--- src/rtl/tsa_alert_pkg.sv ---
package tsa_alert_pkg;

   // Status flag bundle kept by the flag controller.
   typedef struct packed {
      logic hi;
      logic lo;
      logic rdy;
   } tsa_flags_t;

   // Static configuration bits that shape flag and pin behaviour.
   typedef struct packed {
      logic therm;
      logic pol_high;
      logic pin_rdy;
   } tsa_cfg_t;

endpackage

--- src/rtl/tsa_limit_regs.sv ---
module tsa_limit_regs #(
   parameter int unsigned       DATA_W   = 16,
   parameter logic [DATA_W-1:0] HI_RESET = 16'h6000,
   parameter logic [DATA_W-1:0] LO_RESET = 16'h8000
) (
   input  logic              clk,
   input  logic              rst_n,
   input  logic              we_hi,
   input  logic              we_lo,
   input  logic [DATA_W-1:0] wdata,
   output logic [DATA_W-1:0] q_hi,
   output logic [DATA_W-1:0] q_lo
);

   localparam int unsigned NUM_LIM = 2;

   logic [NUM_LIM-1:0]             we_vec;
   logic [NUM_LIM-1:0][DATA_W-1:0] rst_vec;
   logic [NUM_LIM-1:0][DATA_W-1:0] q_vec;

   assign we_vec  = {we_lo, we_hi};
   assign rst_vec = {LO_RESET, HI_RESET};

   for (genvar g = 0; g < NUM_LIM; g++) begin : g_lim
      always_ff @(posedge clk or negedge rst_n) begin
         if (!rst_n)
            q_vec[g] <= rst_vec[g];
         else if (we_vec[g])
            q_vec[g] <= wdata;
      end
   end

   assign q_hi = q_vec[0];
   assign q_lo = q_vec[1];

endmodule

--- src/rtl/tsa_limit_cmp.sv ---
module tsa_limit_cmp #(
   parameter int unsigned DATA_W = 16
) (
   input  logic [DATA_W-1:0] value,
   input  logic [DATA_W-1:0] lim_hi,
   input  logic [DATA_W-1:0] lim_lo,
   output logic              above_hi,
   output logic              below_lo
);

   // Strict signed comparisons; equality sets nothing.
   assign above_hi = $signed(value) > $signed(lim_hi);
   assign below_lo = $signed(value) < $signed(lim_lo);

endmodule

--- src/rtl/tsa_flag_ctrl.sv ---
module tsa_flag_ctrl
   import tsa_alert_pkg::*;
(
   input  logic       clk,
   input  logic       rst_n,
   input  logic       upd,
   input  logic       above_hi,
   input  logic       below_lo,
   input  logic       therm,
   input  logic       rd_cfg,
   input  logic       rd_res,
   output tsa_flags_t flags
);

   tsa_flags_t flags_q, flags_n;

   always_comb begin
      flags_n = flags_q;
      if (therm) begin
         // Hysteresis: set above upper, release below lower, else hold.
         flags_n.lo = 1'b0;
         if (upd && above_hi)
            flags_n.hi = 1'b1;
         else if (upd && below_lo)
            flags_n.hi = 1'b0;
      end else begin
         // Latching: configuration read clears, a set in the same cycle wins.
         if (rd_cfg) begin
            flags_n.hi = 1'b0;
            flags_n.lo = 1'b0;
         end
         if (upd && above_hi)
            flags_n.hi = 1'b1;
         if (upd && below_lo)
            flags_n.lo = 1'b1;
      end
      if (rd_cfg || rd_res)
         flags_n.rdy = 1'b0;
      if (upd)
         flags_n.rdy = 1'b1;
   end

   always_ff @(posedge clk or negedge rst_n) begin
      if (!rst_n)
         flags_q <= '0;
      else
         flags_q <= flags_n;
   end

   assign flags = flags_q;

endmodule

--- src/rtl/tsa_pin_drive.sv ---
module tsa_pin_drive
   import tsa_alert_pkg::*;
#(
   parameter bit PIN_REG = 1'b0
) (
   input  logic       clk,
   input  logic       rst_n,
   input  tsa_flags_t flags,
   input  tsa_cfg_t   cfg,
   output logic       pin
);

   logic src;
   logic lvl;

   assign src = cfg.pin_rdy ? flags.rdy : (flags.hi | flags.lo);
   assign lvl = cfg.pol_high ? src : ~src;

   if (PIN_REG) begin : g_reg
      logic pin_q;
      always_ff @(posedge clk or negedge rst_n) begin
         if (!rst_n)
            pin_q <= 1'b1;
         else
            pin_q <= lvl;
      end
      assign pin = pin_q;
   end else begin : g_comb
      assign pin = lvl;
   end

endmodule

--- src/rtl/tsense_alert_flags.sv ---
module tsense_alert_flags
   import tsa_alert_pkg::*;
#(
   parameter int unsigned       DATA_W   = 16,
   parameter logic [DATA_W-1:0] HI_RESET = 16'h6000,
   parameter logic [DATA_W-1:0] LO_RESET = 16'h8000,
   parameter bit                PIN_REG  = 1'b0
) (
   input  logic              clk,
   input  logic              rst_n,
   input  logic              cfg_therm,
   input  logic              cfg_pol,
   input  logic              cfg_pin_rdy,
   input  logic              lim_hi_we,
   input  logic              lim_lo_we,
   input  logic [DATA_W-1:0] lim_wdata,
   input  logic              upd_vld,
   input  logic [DATA_W-1:0] upd_value,
   input  logic              rd_cfg,
   input  logic              rd_res,
   output logic [DATA_W-1:0] lim_hi_q,
   output logic [DATA_W-1:0] lim_lo_q,
   output logic              flag_hi,
   output logic              flag_lo,
   output logic              flag_rdy,
   output logic              alert_pin
);

   if (DATA_W < 2) begin : g_bad_width
      $error("tsense_alert_flags: DATA_W must be at least 2");
   end

   tsa_cfg_t   cfg;
   tsa_flags_t flags;
   logic       above_hi;
   logic       below_lo;

   assign cfg = '{therm: cfg_therm, pol_high: cfg_pol, pin_rdy: cfg_pin_rdy};

   tsa_limit_regs #(
      .DATA_W   (DATA_W),
      .HI_RESET (HI_RESET),
      .LO_RESET (LO_RESET)
   ) u_lim (
      .clk   (clk),
      .rst_n (rst_n),
      .we_hi (lim_hi_we),
      .we_lo (lim_lo_we),
      .wdata (lim_wdata),
      .q_hi  (lim_hi_q),
      .q_lo  (lim_lo_q)
   );

   tsa_limit_cmp #(
      .DATA_W (DATA_W)
   ) u_cmp (
      .value    (upd_value),
      .lim_hi   (lim_hi_q),
      .lim_lo   (lim_lo_q),
      .above_hi (above_hi),
      .below_lo (below_lo)
   );

   tsa_flag_ctrl u_flags (
      .clk      (clk),
      .rst_n    (rst_n),
      .upd      (upd_vld),
      .above_hi (above_hi),
      .below_lo (below_lo),
      .therm    (cfg.therm),
      .rd_cfg   (rd_cfg),
      .rd_res   (rd_res),
      .flags    (flags)
   );

   tsa_pin_drive #(
      .PIN_REG (PIN_REG)
   ) u_pin (
      .clk   (clk),
      .rst_n (rst_n),
      .flags (flags),
      .cfg   (cfg),
      .pin   (alert_pin)
   );

   assign flag_hi  = flags.hi;
   assign flag_lo  = flags.lo;
   assign flag_rdy = flags.rdy;

endmodule

--- config.mk ---
export PLATFORM = sky130hd
export DESIGN_NAME = tsense_alert_flags
export DESIGN_NICKNAME = d
export VERILOG_FILES = /design/src/rtl/tsa_alert_pkg.sv /design/src/rtl/tsa_limit_regs.sv /design/src/rtl/tsa_limit_cmp.sv /design/src/rtl/tsa_flag_ctrl.sv /design/src/rtl/tsa_pin_drive.sv /design/src/rtl/tsense_alert_flags.sv
export SDC_FILE = /design/constraint.sdc
export NUM_CORES = 1
export LEC_CHECK = 0
export ABC_AREA = 1
export BUFFER_PORTS_ARGS = -buffer_cell sky130_fd_sc_hd__buf_2
export CORE_MARGIN = 2
export CORE_UTILIZATION = 53
export DETAILED_ROUTE_END_ITERATION = 8
export PLACE_DENSITY_LB_ADDON = 0.12
export SYNTH_ARGS = -nofsm -noshare
export SYNTH_HDL_FRONTEND = slang
export SYNTH_SLANG_ARGS = --single-unit
--- constraint.sdc ---
create_clock -name clk -period 2.7 [get_ports clk]
set_clock_uncertainty 0.2 [all_clocks]
set_input_delay 0 -clock clk [delete_from_list [all_inputs] [get_ports clk]]
set_output_delay 0 -clock clk [all_outputs]
set_load 0.02 [all_outputs]
==> results of run 1 <==
==> metrics by stage <==
step	instance area, um2	total power, mW	cells	hold WS, ns
floorplan	2110	0.869	250	-0.496
global placement	2530	1.01	369	-0.0774
detailed placement	2530	1.02	369	-0.0788
CTS	2930	1.55	405	0.0327
global route	2940	1.65	405	0.0842
finish	2940	1.55	405	0.0370
==> cell usage after synthesis <==
library cell | n | area (um2)
nand2_1 | 60 | 225
nor3_1 | 2 | 10.0
a21oi_2 | 1 | 8.76
nand3_2 | 1 | 10.0
a31oi_1 | 1 | 6.26
nor3_2 | 2 | 20.0
mux2_2 | 2 | 22.5
a21o_1 | 1 | 7.51
inv_1 | 41 | 154
o211ai_1 | 1 | 7.51
o31ai_1 | 1 | 7.51
o21ai_0 | 31 | 155
o21ai_1 | 1 | 5.00
ha_1 | 31 | 388
dfstp_2 | 3 | 78.8
nand4_2 | 1 | 12.5
o21bai_1 | 1 | 7.51
a21oi_1 | 13 | 65.1
xnor2_1 | 1 | 8.76
inv_2 | 1 | 3.75
nand2_2 | 1 | 6.26
dfrtp_1 | 32 | 801
nand4_1 | 2 | 12.5
o21a_1 | 1 | 7.51
o21ai_2 | 1 | 8.76
nor2_1 | 7 | 26.3
a211oi_1 | 1 | 7.51
nand3_1 | 3 | 15.0
clkbuf_1 | 6 | 22.5
==> routing by layer <==
metal  wire length [um]  part of all wire [%]
met1               2350                    44
met2               2500                    47
met4                 81                   1.5
met5                  0                     0
met3                361                   6.8
==> worst max-delay path, stage by stage (launching register included) <==
cell,delay [ns]
dfstp_2,0.52
inv_1,0.06
ha_4,0.29
nand4_2,0.10
a21oi_1,0.16
nor2_1,0.08
nand3_1,0.13
nand4_1,0.12
nand2_1,0.08
dlygate4sd3_1,0.54
nand2_1,0.05
==> layout make-up <==
type / instances / share of cell area, %
sequential: 35 / 29.9
inverter: 42 / 5.35
tap: 48 / 2.04
multi-input combinational: 167 / 36.1
clock buffer: 6 / 2.80
timing repair buffer: 105 / 22.6
clock inverter: 2 / 1.19
==> flip-flops by register name (all words and copies together) (netlist names) <==
register,count
u_lim.q_hi,16
u_lim.q_lo,16
u_flags.flags,3
==> timing repair <==
action,4_1_cts,5_1_grt
gates resized for setup,0,1
endpoints found under the setup margin,0,1
hold buffers,28,0
hold endpoints to repair,67,0
==> kinds of logic after synthesis <==
family,after synthesis,share of synthesized area (%)
AND/OR/NAND/NOR,79,16.0
AO/OA/AOI/OAI,54,13.9
buffers and inverters,48,8.54
flip-flops,35,41.7
adder cells (fa/ha/maj),31,18.4
multiplexers,2,1.07
XOR/XNOR,1,0.415
==> worst paths after layout <==
| kind | to | slack [ns] | cells after the start |
|---|---|---|---|
| min in group asynchronous | u_lim.q_lo[5] | 0.13 | 2 |
| worst max register to register | u_flags.flags[2] | 0.28 | 10 |
| worst max-delay path | u_flags.flags[2] | 0.28 | 10 |
| worst min-delay path | u_flags.flags[2] | 0.04 | 6 |
| worst min register to register | u_lim.q_hi[14] | 0.31 | 2 |
| max in group asynchronous | u_lim.q_lo[13] | 1.67 | 2 |
==> power by group through the flow <==
stage / Sequential, mW / Combinational (mW) / Clock, mW
3_3_place_gp: 0.609 / 0.399 / 0
5_1_grt: 0.609 / 0.515 / 0.523
4_1_cts: 0.601 / 0.449 / 0.497
3_5_place_dp: 0.611 / 0.410 / 0
2_1_floorplan: 0.675 / 0.195 / 0
6_report: 0.602 / 0.454 / 0.491
==> summary.md, run 1 <==
| Metric | Value |
|---|---|
| Layout cells sized above 1 | between 20% and 30% |
| Worst skew pair latency | a little under 0.3 ns |
| Area grow syn2layout | 39.5% |
| Final worst-path setup slack | approximately 0.28 ns |
| Synthesized area per cell | ~8.4 um2 |
| Post-CTS Setup Bufs | 0 |
| Post-synthesis sequential area ratio | 41.7% |
| Final Hold Fails | 0 |
| Vias in the first global route | 2034 |
| DP Wirelength | about 3700 um |
| Worst VDD drop | 0.450 mV |
| Outcome | completed |
| Synthesized cell area | 2110 um2 |
| Final Util | between 70% and 80% |
| Leak pwr | about 1.6 nW |
| RePlAce Congestion | between 0.8 and 0.9 |
| Critical path capture point type | flip-flop |
| Total grt overflow | 0 |
| Io pins | 78 |
| Largest net degree at the start of global routing | 36 |
| Multi-input logic area | between 1000 and 1500 um2 |
| Worst EP arrival | ~2.4 ns |
| Post-Place Setup Slack | ~0.77 ns |
| Fmax | roughly 410 MHz |
| Reg2reg start | u_lim.q_lo[15] |
| Root Driver | clkbuf_8 |
| Nets | about 430 |
| Die Y | 67.1 um |
| Most frequent cells in the layout | 77 x buf_2, 60 x nand2_1, 41 x inv_1, 32 x dfrtp_1, 31 x o21ai_0 |
| FILL cells | 290 |
| Drt wl/cell | ~13 um |
| Global-route wire length before repair | approximately 8900 um |
| Initial Util | approximately 56% |
| PortBufs | slightly below 80 |
| Finish-stage setup viols | 0 |
| Longest Clk Path Bufs | 2 |
| Hold Startpoint | upd_value[14] |
| Max cap viols | 0 |
| GRT Total Usage | a little over a quarter |
| Gate power share | between 20% and 30% |
| Post-Route WL | between 5000 and 6000 um |
| Post-synthesis register bit count | 35 |
| Die area | ~4500 um2 |
| Synth cell types | 29 |
| Initial antenna violation count | 0 |
| PD cells | 525 nW/um2 |
| GR peak layer | met2 |
| CTS sink count | 35 |
| # rows | 22 |
| Part of the cycle the worst path needs | roughly nine tenths |
| Clk pwr share | between 30% and 40% |
| Sequential cell area | slightly below 900 um2 |
| Syn_nets | between 300 and 400 |
| CTS tree | done |
| CTS clk-pin slew, worst paths | approximately 0.070 ns |
| Leading cell type in the layout, fill and taps excluded | buf_2 |
| Die Width | 67.1 um |
| Final Slew Violations | 0 |
| Worst slew pin tran | 0.792 ns |
| DRC | 0 |
| Setup_tns | 0 ns |
| Syn Inst Count | 250 |
| Met3 global-route usage | a little over 7% |
| Worst Path Required | between 2 and 3 ns |
| Inserted Diodes | 0 |
| CTS H-tree lvls | 2 |
| Min Tclk post-route | 2.42 ns |
| Sequential share of power | between 30% and 40% |
| Worst Setup SP | u_lim.q_lo[15] |
| Core area | 3740 um2 |
| Kind of critical path | flip-flop to flip-flop |
| Initial drt markers | slightly above 100 |
| Slew HR | between 40 and 50% |
| Drt via density | 5.02 |
| Sw Share | 31.4% |
| Routed Antenna Nets | 0 |
| Num CTS Buffers | 5 |
| RSZ-0062 raised after global routing | no |
| Worst Hold Class | input port to flip-flop |
| GR Util met2 | 43.6% |
| Met1 GRT Util | 33.5% |
| Sw Pwr | slightly below 0.5 mW |
| Pint | 1.06 mW |
| Vias | about 2000 |
| Yosys warns | 0 |
| Crit-path max FO | 5 |
| DRT Pass-1 Iters | 4 |
| Setup crit start kind | flip-flop |
Power figures use the tool's default switching activity.
==> run 2: changes to the inputs <==
Settings changed: BUFFER_PORTS_ARGS -buffer_cell sky130_fd_sc_hd__buf_2 to unset, CORE_UTILIZATION 53 to 55, DONT_BUFFER_PORTS set to 1.
==> run 2 against run 1 <==
- clock power shrank 14%
- largest power group unchanged
- wire length shrank 8.4%
- sequential cell count is the same
- global-route usage shrank 2.0 points
- cell count shrank 19%
- non-clock buffer count shrank 75
- fmax shrank 2.6%
- core utilization shrank 8.4 points
- hold slack gained 0.068 ns
- highest routed layer unchanged
==> summary.md, run 2 (synthesized netlist as in run 1, its figures left out) <==
| Metric | Value |
|---|---|
| Slew HR | 29.4% |
| Finish-stage setup viols | 0 |
| Critical Path Max Stage Delay | between 0.5 and 0.6 ns |
| Nets | around 350 |
| Sequential share of power | a little under half |
| Fmax | 402 MHz |
| RePlAce Congestion | 0.793 |
| Most frequent cells in the layout | 60 x nand2_1, 41 x inv_1, 31 x o21ai_0, 30 x ha_1, 30 x dfrtp_1 |
| # rows | 22 |
| Hold WS | about 0.10 ns |
| Area grow syn2layout | 22.8% |
| CTS sink count | 35 |
| Min Tclk post-route | 2.48 ns |
| RR Endpoint | u_flags.flags[2] |
| DP Wirelength | 3320 um |
| Reg2reg start | u_lim.q_lo[5] |
| Routed Antenna Nets | 0 |
| Die Width | 66.0 um |
| Leading cell type in the layout, fill and taps excluded | nand2_1 |
| Total grt overflow | 0 |
| Worst slew pin tran | roughly 1.1 ns |
| Final Hold Fails | 0 |
| CTS clk-pin slew, worst paths | about 0.070 ns |
| RSZ-0062 raised after global routing | no |
| Critical path capture point type | flip-flop |
| Post-Route WL | slightly below 5000 um |
| Family with the most delay on the worst path | buffers and inverters |
| FILL cells | between 300 and 400 |
| Root Driver | clkbuf_8 |
| DRT Pass-1 Iters | 4 |
| DRC | 0 |
| Initial drt markers | 75 |
| CTS tree | done |
| PortBufs | 0 |
| Drt via density | around 5.2 |
| Die area | approximately 4300 um2 |
| Vias in the first global route | between 1500 and 2000 |
| Worst skew pair latency | around 0.28 ns |
| CP most frequent cell | nand2_1 |
| Placed cell area | roughly 2100 um2 |
| Worst Path Required | between 2 and 3 ns |
| Worst VDD drop | 0.411 mV |
| Cell depth of the worst flop-to-flop path | 13 |
| R2R setup slack | about 0.22 ns |
| Final Util | between 70 and 80% |
| CTS H-tree lvls | 2 |
| Worst EP arrival | between 2 and 2.5 ns |
| Leak pwr | approximately 1.3 nW |
| Sw Share | between 30% and 40% |
| Worst path cell trace | inv_1, ha_1, a21oi_1, nor2_1, nor3_2, nand2_1, nand2_1, nand2_1, nand2_2, nand4_1, nand2_1, nand2_1, dlygate4sd3_1 |
| GRT Total Usage | between 20% and 30% |
| Final Slew Violations | 0 |
| Longest Clk Path Bufs | 2 |
| Part of the cycle the worst path needs | between 90 and 100% |
| Outcome | completed |
| Gate power share | 22.1% |
| Initial Util | 57.2% |
| Core area | 3690 um2 |
| Inserted Diodes | 0 |
| Kind of critical path | flip-flop to flip-flop |
| Global-route wire length before repair | 7840 um |
| Setup_tns | 0 ns |
| PD cells | about 540 nW/um2 |
| Crit-path max FO | 2 |
| Setup crit start kind | flip-flop |
| Drt wl/cell | around 15 um |
| Layout cells sized above 1 | roughly a tenth |
| Io pins | slightly below 80 |
| Post-CTS Setup Bufs | 0 |
| Pint | approximately 0.95 mW |
| Die Y | 66.0 um |
| Max cap viols | 0 |
| Initial antenna violation count | 0 |
| Slowest-stage cell, CP | dlygate4sd3_1 |
| Clk pwr share | approximately 30% |
| Largest net degree at the start of global routing | 33 |
| Sw Pwr | roughly 0.46 mW |
| Worst Hold Class | input port to async pin |
| Num CTS Buffers | 5 |
| Vias | ~1700 |
| Design area | around 2600 um2 |
| WP buf/inv | 2 |
==> run 2: cell types whose count changed in the layout (fill, tap and decap cells not counted), moves of 2 or more <==
| cell | previous run | this run |
|---|---|---|
| buf_2 | 77 | 0 |
| buf_12 | 0 | 2 |
| dfrtp_1 | 32 | 30 |
| dfrtp_2 | 0 | 2 |
==> run 2: worst max path at each step <==
stage              startpoint          endpoint  slack [ns]  cells after the start
2_1_floorplan  u_lim.q_lo[15]  u_flags.flags[2]        0.77                     10
3_3_place_gp   u_lim.q_lo[15]  u_flags.flags[2]        0.72                     10
3_5_place_dp   u_lim.q_lo[15]  u_flags.flags[2]        0.64                     10
4_1_cts        u_lim.q_lo[15]  u_flags.flags[2]        0.08                     11
5_1_grt         u_lim.q_lo[9]  u_flags.flags[2]        0.03                     13
6_report        u_lim.q_lo[5]  u_flags.flags[2]        0.22                     13
==> run 2: worst min-delay path: stages <==
cell and delay, ns:
dlygate4sd3_1 0.61, buf_12 0.14, buf_12 0.20
==> run 2: layout make-up <==
class / count / area (um2) / area share, %
clock buffer: 8 / 100 / 3.86
inverter: 42 / 158 / 6.08
multi-input combinational: 167 / 1070 / 41.4
sequential: 35 / 882 / 34.0
timing repair buffer: 30 / 320 / 12.4
tap: 48 / 60.1 / 2.32
==> run 2: power by group through the flow <==
stage                     registers, mW  clock network [mW]  logic, mW
after floorplan                   0.675                   0      0.195
after global placement            0.683                   0      0.221
after detailed placement          0.685                   0      0.228
after CTS                         0.675               0.431      0.304
after global routing              0.683               0.448      0.360
final                             0.674               0.421      0.310
==> run 2: per-layer routing <==
layer	vias up	GRT usage [%]	routed length [um]
met5	-	0	0
met4	0	9.44	85
met3	9	8.86	395
met2	61	39.8	2290
met1	778	28.9	2080
li1	877	-	-
==> run 2: through the flow <==
stage	total power, mW	setup slack (ns)	instances
after global routing	1.49	0.0298	330
after CTS	1.41	0.0763	330
after global placement	0.905	0.720	292
final	1.41	0.215	330
after detailed placement	0.914	0.637	292
after floorplan	0.869	0.773	250
==> run 2: timing repair <==
| item | in CTS | in global routing |
|---|---|---|
| endpoints found under the hold margin | 71 | 0 |
| resized for setup | 0 | 6 |
| hold buffers | 30 | 0 |
| setup endpoints to repair | 0 | 2 |
==> run 3: changes to the inputs <==
Settings changed: ABC_AREA 1 to unset, HOLD_SLACK_MARGIN set to 0.03.
==> run 3 against run 2 <==
- largest power group unchanged
- via count decreased by 2.8%
- worst setup slack better by 0.015 ns
- fmax up 0.62%
- hold slack got worse by 0.064 ns
- cell count decreased by 7.3%
- critical endpoint is now u_flags.flags[1]
- count of clock-buffer cells in the layout unchanged
- wire length up 7.2%
- synthesized cell count fell by 9.6%
- sequential cell count stayed put
- sequential power grew 0.6%
- critical path depth is 5 lower
==> summary.md, run 3 <==
| Metric | Value |
|---|---|
| Final cell count without fillers | around 310 |
| Synth top cells by count | 34 x nand2_1, 33 x inv_1, 32 x dfrtp_1, 31 x ha_1, 30 x o21ai_0 |
| Post-synthesis register bit count | 35 |
| Final Slew Violations | 0 |
| DRC | 0 |
| Post-CTS Setup Bufs | 0 |
| Global-route wire length before repair | 8510 um |
| Dpl cells | roughly 270 |
| Post-synth ARST share | 100% |
| Synthesized area per cell | between 9 and 10 um2 |
| Total power | around 1.3 mW |
| DRT Pass-1 Iters | 6 |
| Die area | 4390 um2 |
| Finish-stage setup viols | 0 |
| Design area | roughly 2600 um2 |
| Yosys warns | 0 |
| Crit-path max FO | 3 |
| Final worst-path setup slack | 0.230 ns |
| Hold WS | ~0.04 ns |
| Cell depth of the worst flop-to-flop path | 8 |
| Sw Share | between 30 and 40% |
| Setup crit start kind | flip-flop |
| Drt wl/cell | around 17 um |
| Cell taking the most area after synthesis | dfrtp_1 |
| RSZ-0062 raised after global routing | no |
| Initial Util | 57.7% |
| Placed cell area | approximately 2200 um2 |
| Vias | between 1500 and 2000 |
| Gate power share | between 20 and 25% |
| CTS tree | done |
| Core area | approximately 3700 um2 |
| # rows | 22 |
| Worst Path Required | approximately 2.7 ns |
| Setup_tns | 0 ns |
| PD cells | about 530 nW/um2 |
| Primary FF master, synth | dfrtp_1 |
| Synth area leaders | dfrtp_1 38%, ha_1 18%, o21ai_0 7.1%, nand2_1 6.0%, inv_1 5.8% |
| Worst EP arrival | roughly 2.5 ns |
| Total grt overflow | 0 |
| Synthesized cell area | between 2000 and 2500 um2 |
| RR Endpoint | u_flags.flags[1] |
| Max cap viols | 0 |
| Worst Hold Class | input port to flip-flop |
| Post-Route WL | a little over 5000 um |
| Io pins | about 80 |
| Most frequent cells in the layout | 34 x nand2_1, 33 x inv_1, 32 x dfrtp_1, 31 x ha_1, 30 x o21ai_0 |
| Sequential share of power | around 50% |
| CTS clk-pin slew, worst paths | 0.07 ns |
| Hold EP | u_flags.flags[1] |
| DP Wirelength | around 3700 um |
| Longest Clk Path Bufs | 2 |
| Syn Inst Count | 226 |
| Area grow syn2layout | 20.2% |
| Largest net degree at the start of global routing | 33 |
| Worst VDD drop | about 0.35 mV |
| CTS sink count | 35 |
| Layout cells sized above 1 | around 7.4% |
| Post-synthesis sequential area ratio | 41.3% |
| Root Driver | clkbuf_8 |
| Post-synth EDFFs | 0 |
| CTS H-tree lvls | 2 |
| Post-Place Setup Slack | between 0.2 and 0.25 ns |
| Final Hold Fails | 0 |
| Kind of critical path | flip-flop to flip-flop |
| Top cell type's share of synthesized area | between 30% and 40% |
| Routed Antenna Nets | 0 |
| Part of the cycle the worst path needs | around 91% |
| PostCTS Resize Cnt | 0 |
| Nets | around 330 |
| R2R setup slack | approximately 0.23 ns |
| Initial antenna violation count | 1 |
| Num CTS Buffers | 5 |
| Hold Crit Depth | 4 |
| GRT Total Usage | between 20% and 30% |
| Drt via density | between 5 and 6 |
| Outcome | completed |
| Die Y | 66.2 um |
| Vias in the first global route | about 1900 |
| Top-count cell post-synth | nand2_1 |
| Clk pwr share | 27.3% |
| Syn_nets | roughly 300 |
| Hold Startpoint | upd_value[15] |
| Pint | around 0.90 mW |
| RePlAce Congestion | between 0.8 and 0.9 |
| Worst skew pair latency | roughly 0.29 ns |
| Critical path capture point type | flip-flop |
| Worst slew pin tran | 1.01 ns |
| Final Util | a little over two thirds |
| PortBufs | 0 |
| Fmax | about 400 MHz |
| Slew HR | around 32% |
| Synth cell types | 32 |
| Leading cell type in the layout, fill and taps excluded | nand2_1 |
| Die Width | between 60 and 70 um |
| Initial drt markers | 110 |
| Leak pwr | around 1.2 nW |
| Reg2reg start | u_lim.q_lo[15] |
| Min Tclk post-route | 2.47 ns |
| Sw Pwr | ~0.45 mW |
## run 3: cells by family (layout without fill, tap and decap cells)
group                      Yosys count  after routing  synth area share (%)
AOI/OAI and AO/OA                   56             56                  16.6
xor gates and xnor gates             1              1                 0.411
adders and majority gates           31             31                  18.2
buffers and inverters               39             70                  6.87
DFF                                 35             35                  41.3
muxes                                4              4                  2.00
other                                0              1                     0
and+or+nand+nor                     60             60                  14.6
## run 3: area by class of cell
cell class                      count  area, um2
Multi-Input combinational cell    152       1100
Clock buffer                        8       80.1
Sequential cell                    35        880
Antenna cell                        1       2.50
Inverter                           33        124
Tap cell                           48       60.1
Timing Repair Buffer               29        310
Fill cell                         298       1130
## run 3: repair_timing
| action | 4_1_cts | 5_1_grt |
|---|---|---|
| hold buffers | 29 | 0 |
| endpoints found under the hold margin | 71 | 0 |
| setup endpoints to repair | 0 | 0 |
## run 3: critical path, cell delays in order, from the launching register on
cell and delay [ns]:
dfstp_2 0.59, inv_1 0.07, ha_1 0.33, nand4_1 0.14
or2_1 0.29, nor4_2 0.38, nor4_4 0.08, mux2i_1 0.14
a21oi_1 0.18
## run 3: how the worst max path moves through the flow
stage	startpoint	to	slack, ns
3_3_place_gp	u_lim.q_lo[15]	u_flags.flags[2]	0.40
3_5_place_dp	u_lim.q_lo[15]	u_flags.flags[1]	0.24
2_1_floorplan	u_lim.q_lo[15]	u_flags.flags[2]	0.45
4_1_cts	u_lim.q_lo[15]	u_flags.flags[2]	0.21
5_1_grt	u_lim.q_lo[15]	u_flags.flags[2]	0.11
6_report	u_lim.q_lo[15]	u_flags.flags[1]	0.23
## run 3: power groups by stage
stage | sequential, mW | clock, mW | combinational (mW)
after global placement | 0.686 | 0 | 0.225
after floorplan | 0.677 | 0 | 0.194
after CTS | 0.678 | 0.375 | 0.304
after detailed placement | 0.688 | 0 | 0.235
final | 0.678 | 0.368 | 0.303
after global routing | 0.684 | 0.393 | 0.347
## run 3: layer usage
layer	vias to the layer above	global-route usage, %	routed length, um
met3	8	7.33	405
met4	0	8.16	72
met2	60	45.4	2630
met1	783	29.9	2090
li1	826	-	-
met5	-	0	0
